--- src/rtl/cad_pkg.sv ---
package cad_pkg;

  typedef enum logic [3:0] {
    CMD_NONE      = 4'd0,
    CMD_OPEN      = 4'd1,
    CMD_READ      = 4'd2,
    CMD_WRITE     = 4'd3,
    CMD_CLOSE     = 4'd4,
    CMD_CLOSE_ALL = 4'd5,
    CMD_REFRESH   = 4'd6,
    CMD_MODE      = 4'd7,
    CMD_IDLE      = 4'd8,
    CMD_RSVD      = 4'd9
  } cmd_e;

  // strobe vector index = enum value - 1
  localparam int NUM_STB     = 9;
  localparam int S_OPEN      = 0;
  localparam int S_READ      = 1;
  localparam int S_WRITE     = 2;
  localparam int S_CLOSE     = 3;
  localparam int S_CLOSE_ALL = 4;
  localparam int S_REFRESH   = 5;
  localparam int S_MODE      = 6;
  localparam int S_IDLE      = 7;
  localparam int S_RSVD      = 8;

  // command codes on the shared pins {bit2,bit1,bit0}
  localparam logic [2:0] OP_MODE    = 3'b000;
  localparam logic [2:0] OP_REFRESH = 3'b001;
  localparam logic [2:0] OP_CLOSE   = 3'b010;
  localparam logic [2:0] OP_WRITE   = 3'b100;
  localparam logic [2:0] OP_READ    = 3'b101;
  localparam logic [2:0] OP_IDLE    = 3'b111;

  // qualifier bit positions inside the address pins
  localparam int AUTO_BIT = 10;
  localparam int CHOP_BIT = 12;

endpackage

--- src/rtl/cad_capture.sv ---
module cad_capture #(
  parameter int ADDR_W = 14,
  parameter int GRP_W  = 1,
  parameter int BNK_W  = 2
) (
  input  logic              clk,
  input  logic              rst_n,
  input  logic              en_i,
  input  logic              sel_n_i,
  input  logic              open_n_i,
  input  logic [2:0]        mux_i,
  input  logic [ADDR_W-1:0] addr_i,
  input  logic [GRP_W-1:0]  grp_i,
  input  logic [BNK_W-1:0]  bnk_i,
  input  logic              par_i,
  output logic              en_q,
  output logic              sel_n_q,
  output logic              open_n_q,
  output logic [2:0]        mux_q,
  output logic [ADDR_W-1:0] addr_q,
  output logic [GRP_W-1:0]  grp_q,
  output logic [BNK_W-1:0]  bnk_q,
  output logic              par_q
);

  always_ff @(posedge clk or negedge rst_n) begin
    if (!rst_n) begin
      en_q     <= 1'b0;
      sel_n_q  <= 1'b1;
      open_n_q <= 1'b1;
      mux_q    <= '1;
      addr_q   <= '0;
      grp_q    <= '0;
      bnk_q    <= '0;
      par_q    <= 1'b0;
    end else begin
      en_q     <= en_i;
      sel_n_q  <= sel_n_i;
      open_n_q <= open_n_i;
      mux_q    <= mux_i;
      addr_q   <= addr_i;
      grp_q    <= grp_i;
      bnk_q    <= bnk_i;
      par_q    <= par_i;
    end
  end

endmodule

--- src/rtl/cad_decode.sv ---
module cad_decode
  import cad_pkg::*;
#(
  parameter int ADDR_W = 14
) (
  input  logic              sel_n_i,
  input  logic              open_n_i,
  input  logic [2:0]        mux_i,
  input  logic [ADDR_W-1:0] addr_i,
  output cmd_e              cmd_o,
  output logic              auto_o,
  output logic              chop_o
);

  logic rw;

  always_comb begin
    cmd_o = CMD_NONE;
    if (!sel_n_i) begin
      if (!open_n_i) begin
        cmd_o = CMD_OPEN;
      end else begin
        case (mux_i)
          OP_MODE:    cmd_o = CMD_MODE;
          OP_REFRESH: cmd_o = CMD_REFRESH;
          OP_CLOSE:   cmd_o = addr_i[AUTO_BIT] ? CMD_CLOSE_ALL : CMD_CLOSE;
          OP_WRITE:   cmd_o = CMD_WRITE;
          OP_READ:    cmd_o = CMD_READ;
          OP_IDLE:    cmd_o = CMD_IDLE;
          default:    cmd_o = CMD_RSVD;
        endcase
      end
    end
  end

  assign rw     = (cmd_o == CMD_READ) || (cmd_o == CMD_WRITE);
  assign auto_o = rw & addr_i[AUTO_BIT];
  assign chop_o = rw & ~addr_i[CHOP_BIT];

endmodule

--- src/rtl/cad_parity.sv ---
module cad_parity #(
  parameter int COVER_W = 20
) (
  input  logic               en_i,
  input  logic               sel_n_i,
  input  logic [COVER_W-1:0] cover_i,
  input  logic               par_i,
  output logic               err_o
);

  logic odd;

  assign odd   = ^{cover_i, par_i};
  assign err_o = en_i & ~sel_n_i & odd;

endmodule

--- src/rtl/cad_alert.sv ---
module cad_alert #(
  parameter int ALERT_CYC = 6
) (
  input  logic clk,
  input  logic rst_n,
  input  logic err_i,
  output logic alert_n_o
);

  localparam int CNT_W = $clog2(ALERT_CYC + 1);

  logic [CNT_W-1:0] cnt_q, cnt_d;
  logic             cnt_en;

  always_comb begin
    cnt_en = err_i || (cnt_q != '0);
    cnt_d  = cnt_q;
    if (err_i)            cnt_d = CNT_W'(ALERT_CYC);
    else if (cnt_q != '0) cnt_d = cnt_q - 1'b1;
  end

  always_ff @(posedge clk or negedge rst_n) begin
    if (!rst_n)      cnt_q <= '0;
    else if (cnt_en) cnt_q <= cnt_d;
  end

  assign alert_n_o = (cnt_q == '0);

endmodule

--- src/rtl/cmd_addr_decoder.sv ---
module cmd_addr_decoder
  import cad_pkg::*;
#(
  parameter int ADDR_W    = 14,
  parameter int GRP_W     = 1,
  parameter int BNK_W     = 2,
  parameter int ROW_W     = 16,
  parameter int COL_W     = 10,
  parameter int ALERT_CYC = 6
) (
  input  logic                   clk,
  input  logic                   rst_n,
  input  logic                   par_chk_en_i,
  input  logic                   sel_n_i,
  input  logic                   open_row_n_i,
  input  logic [2:0]             mux_i,
  input  logic [ADDR_W-1:0]      addr_i,
  input  logic [GRP_W-1:0]       grp_i,
  input  logic [BNK_W-1:0]       bnk_i,
  input  logic                   par_i,
  output logic                   open_o,
  output logic                   read_o,
  output logic                   write_o,
  output logic                   close_o,
  output logic                   close_all_o,
  output logic                   refresh_o,
  output logic                   mode_o,
  output logic                   idle_o,
  output logic                   reserved_o,
  output logic                   auto_close_o,
  output logic                   chop_o,
  output logic [ROW_W-1:0]       row_o,
  output logic [COL_W-1:0]       col_o,
  output logic [GRP_W+BNK_W-1:0] bank_o,
  output logic [ADDR_W-1:0]      opcode_o,
  output logic                   alert_n_o
);

  localparam int BANK_W  = GRP_W + BNK_W;
  localparam int FULL_W  = 3 + ADDR_W;
  localparam int COVER_W = 1 + FULL_W + BANK_W;

  // reset: asserted asynchronously, released on the clock
  logic [1:0] rst_sync_q;
  logic       rst_sync_n;

  always_ff @(posedge clk or negedge rst_n) begin
    if (!rst_n) rst_sync_q <= 2'b00;
    else        rst_sync_q <= {rst_sync_q[0], 1'b1};
  end
  assign rst_sync_n = rst_sync_q[1];

  // stage 1: pin capture
  logic              cap_en_q, cap_sel_q, cap_open_q, cap_par_q;
  logic [2:0]        cap_mux_q;
  logic [ADDR_W-1:0] cap_addr_q;
  logic [GRP_W-1:0]  cap_grp_q;
  logic [BNK_W-1:0]  cap_bnk_q;

  cad_capture #(.ADDR_W(ADDR_W), .GRP_W(GRP_W), .BNK_W(BNK_W)) u_cap (
    .clk      (clk),
    .rst_n    (rst_sync_n),
    .en_i     (par_chk_en_i),
    .sel_n_i  (sel_n_i),
    .open_n_i (open_row_n_i),
    .mux_i    (mux_i),
    .addr_i   (addr_i),
    .grp_i    (grp_i),
    .bnk_i    (bnk_i),
    .par_i    (par_i),
    .en_q     (cap_en_q),
    .sel_n_q  (cap_sel_q),
    .open_n_q (cap_open_q),
    .mux_q    (cap_mux_q),
    .addr_q   (cap_addr_q),
    .grp_q    (cap_grp_q),
    .bnk_q    (cap_bnk_q),
    .par_q    (cap_par_q)
  );

  // decode and parity
  cmd_e dec_cmd;
  logic dec_auto, dec_chop, par_err;

  cad_decode #(.ADDR_W(ADDR_W)) u_dec (
    .sel_n_i  (cap_sel_q),
    .open_n_i (cap_open_q),
    .mux_i    (cap_mux_q),
    .addr_i   (cap_addr_q),
    .cmd_o    (dec_cmd),
    .auto_o   (dec_auto),
    .chop_o   (dec_chop)
  );

  cad_parity #(.COVER_W(COVER_W)) u_par (
    .en_i    (cap_en_q),
    .sel_n_i (cap_sel_q),
    .cover_i ({cap_open_q, cap_mux_q, cap_addr_q, cap_grp_q, cap_bnk_q}),
    .par_i   (cap_par_q),
    .err_o   (par_err)
  );

  cad_alert #(.ALERT_CYC(ALERT_CYC)) u_alert (
    .clk       (clk),
    .rst_n     (rst_sync_n),
    .err_i     (par_err),
    .alert_n_o (alert_n_o)
  );

  // stage 2: next state
  cmd_e                iss_cmd;
  logic [NUM_STB-1:0]  stb_d, stb_q;
  logic                auto_d, chop_d, auto_q, chop_q;
  logic                ld_row, ld_col, ld_bank, ld_op;
  logic [FULL_W-1:0]   full_addr;
  logic [ROW_W-1:0]    row_q;
  logic [COL_W-1:0]    col_q;
  logic [BANK_W-1:0]   bank_q;
  logic [ADDR_W-1:0]   op_q;

  assign iss_cmd   = par_err ? CMD_NONE : dec_cmd;
  assign full_addr = {cap_mux_q, cap_addr_q};

  for (genvar g = 0; g < NUM_STB; g++) begin : g_stb
    assign stb_d[g] = (iss_cmd == cmd_e'(g + 1));
  end

  always_comb begin
    auto_d  = dec_auto & ~par_err;
    chop_d  = dec_chop & ~par_err;
    ld_row  = stb_d[S_OPEN];
    ld_col  = stb_d[S_READ] | stb_d[S_WRITE];
    ld_bank = stb_d[S_OPEN] | stb_d[S_READ] | stb_d[S_WRITE] |
              stb_d[S_CLOSE] | stb_d[S_MODE];
    ld_op   = stb_d[S_MODE];
  end

  // stage 2: registers
  always_ff @(posedge clk or negedge rst_sync_n) begin
    if (!rst_sync_n) begin
      stb_q  <= '0;
      auto_q <= 1'b0;
      chop_q <= 1'b0;
    end else begin
      stb_q  <= stb_d;
      auto_q <= auto_d;
      chop_q <= chop_d;
    end
  end

  always_ff @(posedge clk or negedge rst_sync_n) begin
    if (!rst_sync_n) row_q <= '0;
    else if (ld_row) row_q <= full_addr[ROW_W-1:0];
  end

  always_ff @(posedge clk or negedge rst_sync_n) begin
    if (!rst_sync_n) col_q <= '0;
    else if (ld_col) col_q <= cap_addr_q[COL_W-1:0];
  end

  always_ff @(posedge clk or negedge rst_sync_n) begin
    if (!rst_sync_n)  bank_q <= '0;
    else if (ld_bank) bank_q <= {cap_grp_q, cap_bnk_q};
  end

  always_ff @(posedge clk or negedge rst_sync_n) begin
    if (!rst_sync_n) op_q <= '0;
    else if (ld_op)  op_q <= cap_addr_q;
  end

  assign open_o       = stb_q[S_OPEN];
  assign read_o       = stb_q[S_READ];
  assign write_o      = stb_q[S_WRITE];
  assign close_o      = stb_q[S_CLOSE];
  assign close_all_o  = stb_q[S_CLOSE_ALL];
  assign refresh_o    = stb_q[S_REFRESH];
  assign mode_o       = stb_q[S_MODE];
  assign idle_o       = stb_q[S_IDLE];
  assign reserved_o   = stb_q[S_RSVD];
  assign auto_close_o = auto_q;
  assign chop_o       = chop_q;
  assign row_o        = row_q;
  assign col_o        = col_q;
  assign bank_o       = bank_q;
  assign opcode_o     = op_q;

endmodule

--- config.mk ---
export PLATFORM = sky130hd
export DESIGN_NAME = cmd_addr_decoder
export DESIGN_NICKNAME = d
export VERILOG_FILES = /design/src/rtl/cad_pkg.sv /design/src/rtl/cad_capture.sv /design/src/rtl/cad_decode.sv /design/src/rtl/cad_parity.sv /design/src/rtl/cad_alert.sv /design/src/rtl/cmd_addr_decoder.sv
export SDC_FILE = /design/constraint.sdc
export NUM_CORES = 1
export LEC_CHECK = 0
export CORE_MARGIN = 5
export CORE_UTILIZATION = 52
export DETAILED_ROUTE_END_ITERATION = 12
export HOLD_SLACK_MARGIN = 0.05
export PLACE_DENSITY = 0.88
export SYNTH_ARGS = -nofsm -noshare
export SYNTH_HDL_FRONTEND = slang
export SYNTH_SLANG_ARGS = --single-unit
--- constraint.sdc ---
create_clock -name clk -period 5.2 [get_ports clk]
set_clock_uncertainty 0.1 [all_clocks]
set_input_delay 0.78 -clock clk [delete_from_list [all_inputs] [get_ports clk]]
set_output_delay 0.78 -clock clk [all_outputs]
set_load 0.005 [all_outputs]
# Yosys cells after proc, flatten, opt, wreduce, memory -nomap -nowiden
# Cells that the tools add are included.
dict set report op_classes {
  n_bitwise 14
  n_eq_ne 16
  n_addsub 1
  n_mux 7
  n_reduce_logical 8
}
# operator n
set ops {}
lappend ops {{4-bit one-hot mux with 6 select lines} 1}
lappend ops {{22-bit parity} 1}
lappend ops {{4-bit by 2-bit == test with 1-bit output (second input constant)} 4}
lappend ops {{4-bit by 3-bit == test with 1-bit output (second input constant)} 4}
lappend ops {{4-bit 2-to-1 mux} 3}
lappend ops {{3-bit == test (second input constant)} 3}
lappend ops {{4-bit == test (second input constant)} 2}
lappend ops {{1-bit bitwise AND} 6}
lappend ops {{3-bit zero test} 2}
lappend ops {{3-bit 2-to-1 mux} 2}
lappend ops {{1-bit OR} 5}
lappend ops {{4-bit by 1-bit == test with 1-bit output (second input constant)} 1}
lappend ops {{3-bit by 1-bit == test with 1-bit output (second input constant)} 1}
lappend ops {{3-bit by 2-bit == test with 1-bit output (second input constant)} 1}
lappend ops {{1-bit NOT} 3}
lappend ops {{3-bit nonzero test} 1}
lappend ops {{3-bit by 1-bit subtractor with 3-bit output (second input constant)} 1}
lappend ops {{1-bit logical OR} 2}
lappend ops {{2-bit AND reduction} 1}
lappend ops {{2-bit nonzero test} 1}
lappend ops {{1-bit 2-to-1 mux} 1}
dict set report word_totals {
  ff_bits 83
  inputBits 26
}

# Longest topological paths before layout
dict set report logic_depth {
  depth_word 10
  ltp_mapped 10
  ltp_nobuf 8
}

# Cells and area by module
# A second synthesis with hierarchy kept.
dict set report unflattened {
  hier_cells 202
  area_unflattened_um2 3221.8
}
# mod instances seq_area_each_um2 area_each_um2 cells_each
set by_module_without_submodules {}
lappend by_module_without_submodules {cmd_addr_decoder 1 1401.3 2120.8 129}
lappend by_module_without_submodules {cad_capture 1 606.8 606.8 24}
lappend by_module_without_submodules {cad_parity 1 0.0 201.4 21}
lappend by_module_without_submodules {cad_alert 1 75.1 185.2 17}
lappend by_module_without_submodules {cad_decode 1 0.0 107.6 11}

# Worst setup path after synthesis
# Ideal clock, no wire load.
dict set report synth_timing {
  path_type {register to register}
  from {reg u_cap.mux_q[0]}
  to {reg op_q[10] (netlist: opcode_o[10])}
  path_buffers 2
  stages_incl_launch_ff 11
  period_less_slack_ns 3.028
  path_slack_ns 2.172
  arrival_time_ns 2.803
  t_required_ns 4.975
  setup_ns 0.125
  path_cell_list {dfstp_2 inv_1 ha_1 xor2_1 xnor3_1 nor2b_1 mux2_4 or3_1 buf_6 buf_6 mux2_4}
}
dict set report synth_via {
  elab_chain_len 6
  elab_cells_between_ends 13
  classes_between {eq/ne: 6; mux: 4; bitwise: 1; reduce/logical: 2}
}
# item line_no
set synth_rtl {}
lappend synth_rtl {{from (decl)} cad_capture.sv:19} ;# output logic [2:0] mux_q,
lappend synth_rtl {{from (signal assigned)} cad_capture.sv:40} ;# mux_q <= mux_i;
lappend synth_rtl {{3-bit == test (tied with other cells)} cad_decode.sv:23} ;# case (mux_i)
lappend synth_rtl {{4-bit one-hot mux with 6 select lines} cad_decode.sv:23}
lappend synth_rtl {{4-bit 2-to-1 mux} cad_decode.sv:20} ;# if (!open_n_i) begin
lappend synth_rtl {{4-bit 2-to-1 mux} cad_decode.sv:19} ;# if (!sel_n_i) begin
lappend synth_rtl {{4-bit 2-to-1 mux (*)} cmd_addr_decoder.sv:121} ;# assign iss_cmd = par_err ? CMD_NONE : dec_cmd;
lappend synth_rtl {{4-bit by 3-bit == test with 1-bit output (*)} cmd_addr_decoder.sv:125} ;# assign stb_d[g] = (iss_cmd == cmd_e'(g + 1));
lappend synth_rtl {{to (signal assigned)} cmd_addr_decoder.sv:168} ;# else if (ld_op) op_q <= cap_addr_q;
lappend synth_rtl {{to (decl)} cmd_addr_decoder.sv:119} ;# logic [ADDR_W-1:0] op_q;
# Mark *: on every way between the ends. The rest lies on a longest branch, timed or not.
# A chain may end at the register's enable or synchronous reset.

# Worst setup path after layout
dict set report layout_timing {
  from {reg u_cap.mux_q[0]}
  to {reg col_q[5] (netlist: col_o[5])}
}
dict set report layout_via {
  elab_chain_len 7
  elab_cells_between_ends 15
  classes_between {eq/ne: 7; mux: 4; bitwise: 2; reduce/logical: 2}
}
# item line_no
set layout_rtl {}
lappend layout_rtl {{3-bit == test (tied with other cells)} cad_decode.sv:23}
lappend layout_rtl {{4-bit one-hot mux with 6 select lines} cad_decode.sv:23}
lappend layout_rtl {{4-bit 2-to-1 mux} cad_decode.sv:20}
lappend layout_rtl {{4-bit 2-to-1 mux} cad_decode.sv:19}
lappend layout_rtl {{4-bit 2-to-1 mux (*)} cmd_addr_decoder.sv:121}
lappend layout_rtl {{4-bit by 2-bit == test with 1-bit output} cmd_addr_decoder.sv:125}
lappend layout_rtl {{1-bit OR (*)} cmd_addr_decoder.sv:132} ;# ld_col = stb_d[S_READ] | stb_d[S_WRITE];
lappend layout_rtl {{to (signal assigned)} cmd_addr_decoder.sv:158} ;# else if (ld_col) col_q <= cap_addr_q[COL_W-1:0];
lappend layout_rtl {{to (decl)} cmd_addr_decoder.sv:117} ;# logic [COL_W-1:0] col_q;
# Marks and branches as above.

==> metrics.txt <==
Multi-input gate area 1100 um^2; R2R Setup Slk 1.77 ns; root cell of the clock tree clkbuf_8; synth-to-layout area growth 32.9%; netlist area before placement 3250 um^2; Seq pwr share 47.5%; P_int 1.33 mW; number of buffers created by CTS 9; CP cell instances inv_1, ha_1, xor2_1, xnor3_1, nor2b_1, mux2i_1, o2111ai_2, mux2_2; final hold violation count 0; post-synthesis register bit count 83; worst stage delay on the critical path 0.60 ns; Detailed Route WL 6460 um; clk buf depth 2; Sw Ratio 25.4%; FILL cells 387; ys flop type dfrtp_1; Syn Area/Cell 15.2 um^2; grt total ovfl 0; Via density 5.05; IO buf count 80; Comb pwr share 26.3%; final setup vio count 0; Die H 89.0 um; worst slew pin tran 0.989 ns; post_cts resized 0; drt drc 0; top post-synthesis cells by area dfrtp_1 (60%), mux2_2 (12%), mux2_4 (4.6%); Worst Path Required 5.32 ns; Setup Fix Bufs, Post-CTS 0; antenna-violating nets left 0; Final Slew Violations 0; critical path launch point type flip-flop; I/O pins 81; clk_lat worst skew 0.34 ns; Synth area leader dfrtp_1; pin count of the biggest net entering global routing 82; Slew HR 34.1%; Final period util 65.9%; initial antenna violation count 0; async set-reset flop share out of synthesis 100%; worst-case reg-to-reg path depth 8; layout cell share with drive strength beyond 1 22.6%; reg2reg end col_o[5]$_DFFE_PN0P_; NetSw 0.453 mW; CP Class reg -> reg; gpl congestion 0.778; Post-synth EDFFs 0; Max FO, Critical Path 14; die width 89.0 um; setup TNS 0 ns; clock period minus worst slack 3.43 ns; DR vias 1918; Antenna Cells 0; Cells after DPL 364; CTS tree yes; unrepaired setup endpoints after global routing false; Lkg Pwr 1.96 nW; Rows 28; core area 5990 um^2; clock transition at the registers of the reported paths 0.08 ns; crit path DAT 3.55 ns; nets@finish 332; DRT Pass-1 Iters 4; FF/Latch Area 2090 um^2; die area 7920 um^2; Max Cap Viol 0; share of Yosys cell area claimed by the top area cell type 60.1%; Post-DP HPWL 4610 um; first-pass GRT wire length 10600 um; CTS H-tree lvls 3; Crit. End Element flip-flop; register area share after synthesis 64.2%; clk sinks 83; Slowest cell on crit path dfstp_2; DR iter-0 viols 114; PwrDens 413 nW/um^2; maximum vdd ir drop 0.308 mV; Synth Net Count 246; Post-Syn Instances 214; worst hold start rst_sync_q[0]$_DFF_PN0_; Hold Path Class reg -> reg; Hold Path Cell Cnt 0; final instance area 4310 um^2; Hold Path End rst_sync_q[1]$_DFF_PN0_; status finished, final reports clean; Clock power frac 26.2%; placed inst area 4110 um^2; Max Freq 292 MHz; WL/cell 17.0 um; Synth top cells by count dfrtp_1 (78), mux2_2 (34), nor2_1 (13); Synth Warn # 0; R2R Path Start u_cap.mux_q[0]$_DFF_PN1_; cell with the most instances after synthesis dfrtp_1; Yosys cell types 31; number of global-route vias before repair 2104; gr usage total 18.4%; effective utilization at floorplan 54.2%; Final Instance Count excl. Fillers 380; CTS Hold Bufs 0
[through the flow]
step           total power [mW]  worst slack (ns)  util (%)  hold slack (ns)
2_1_floorplan              1.06              2.17         -            0.231
3_3_place_gp               1.31              1.86      68.6            0.238
3_5_place_dp               1.33              1.78      68.6            0.240
4_1_cts                    1.80              1.78      72.0            0.262
5_1_grt                    1.88              1.60      72.0            0.272
6_report                   1.78              1.77      72.0            0.259
[sequential cells by signal, summed over array words and instances (netlist names)]
signal,count
u_cap.mux_q,3
u_alert.cnt_q,3
u_cap.bnk_q,2
col_o,10
opcode_o,14
row_o,16
auto_close_o,1
u_cap.grp_q,1
u_cap.en_q,1
u_cap.sel_n_q,1
rst_sync_q,2
stb_q,9
chop_o,1
bank_o,3
u_cap.par_q,1
u_cap.open_n_q,1
u_cap.addr_q,14
[metal layers]
| metal | global-route usage (%) | vias to the layer above | part of all wire, % |
|---|---|---|---|
| met5 | 0 | - | 0 |
| met4 | 8.53 | 0 | 1.7 |
| met3 | 3.41 | 8 | 5.7 |
| met2 | 31.6 | 75 | 52 |
| met1 | 22.6 | 941 | 41 |
| li1 | - | 894 | - |
[how the worst max path moves through the flow]
stage | to | slack (ns) | from | depth (start not counted)
after detailed placement | col_o[5]$_DFFE_PN0P_ | 1.78 | u_cap.mux_q[0]$_DFF_PN1_ | 8
after global placement | opcode_o[9]$_DFFE_PN0P_ | 1.86 | u_cap.mux_q[0]$_DFF_PN1_ | 8
after floorplan | opcode_o[10]$_DFFE_PN0P_ | 2.17 | u_cap.mux_q[0]$_DFF_PN1_ | 10
after CTS | col_o[5]$_DFFE_PN0P_ | 1.78 | u_cap.mux_q[0]$_DFF_PN1_ | 8
final | col_o[5]$_DFFE_PN0P_ | 1.77 | u_cap.mux_q[0]$_DFF_PN1_ | 8
after global routing | col_o[5]$_DFFE_PN0P_ | 1.60 | u_cap.mux_q[0]$_DFF_PN1_ | 8
[worst max-delay path: cells and delay by family (launching register included)]
kind / cells / cell delay [ns]
flip-flops: 1 / 0.60
XOR/XNOR: 2 / 0.58
multiplexers: 2 / 0.89
adder cells (fa/ha/maj): 1 / 0.31
AND/OR/NAND/NOR: 1 / 0.16
buffers and inverters: 1 / 0.09
AO/OA/AOI/OAI: 1 / 0.59
[cells in the final DEF, fill, tap and decap left out]
| master | instances |
|---|---|
| xnor3_1 | 4 |
| nand3_1 | 2 |
| nand2_1 | 6 |
| mux2_4 | 10 |
| xor2_1 | 2 |
| clkbuf_8 | 11 |
| nor2_1 | 13 |
| conb_1 | 1 |
| or2_2 | 2 |
| clkinv_4 | 1 |
| mux2i_1 | 1 |
| nor3_1 | 5 |
| clkdlybuf4s50_1 | 80 |
| a21oi_1 | 2 |
| nand2b_1 | 5 |
| and4_1 | 1 |
| o211ai_1 | 1 |
| dfrtp_4 | 1 |
| nor2b_1 | 4 |
| or3_1 | 3 |
| nor3_4 | 1 |
| clkinv_2 | 2 |
| nor4_1 | 1 |
| o2111ai_2 | 1 |
| a211o_1 | 1 |
| clkbuf_1 | 1 |
| bufinv_16 | 1 |
| xnor2_1 | 10 |
| dfstp_2 | 5 |
| o21ai_0 | 2 |
| inv_1 | 7 |
| ha_1 | 6 |
| mux2_2 | 34 |
| and3b_1 | 1 |
| dfrtp_1 | 77 |
[power groups by stage]
stage          clock [mW]  sequential, mW  combinational, mW
6_report            0.466           0.846              0.469
5_1_grt             0.506           0.864              0.509
4_1_cts             0.477           0.848              0.477
3_5_place_dp            0           0.858              0.473
3_3_place_gp            0           0.855              0.457
2_1_floorplan           0           0.849              0.209
[cell type report]
class	count	area share, %
clock buffers	12	3.60
well taps	75	2.18
clock inverters	4	1.13
multi-input cells	119	25.6
flip-flops and latches	83	48.4
inverters	7	0.609
repair buffers	80	18.6
[cell families (layout without fill, tap and decap cells)]
group / count (synthesis) / count (layout) / synth area share [%]
flip-flops: 83 / 83 / 64.2
XOR/XNOR: 16 / 16 / 6.01
other: 1 / 1 / 0.115
AO/OA/AOI/OAI: 7 / 7 / 1.39
AND/OR/NAND/NOR: 44 / 44 / 7.21
multiplexers: 45 / 45 / 16.7
buffers and inverters: 12 / 103 / 2.08
adder cells (fa/ha/maj): 6 / 6 / 2.31
Power figures use the tool's default switching activity.
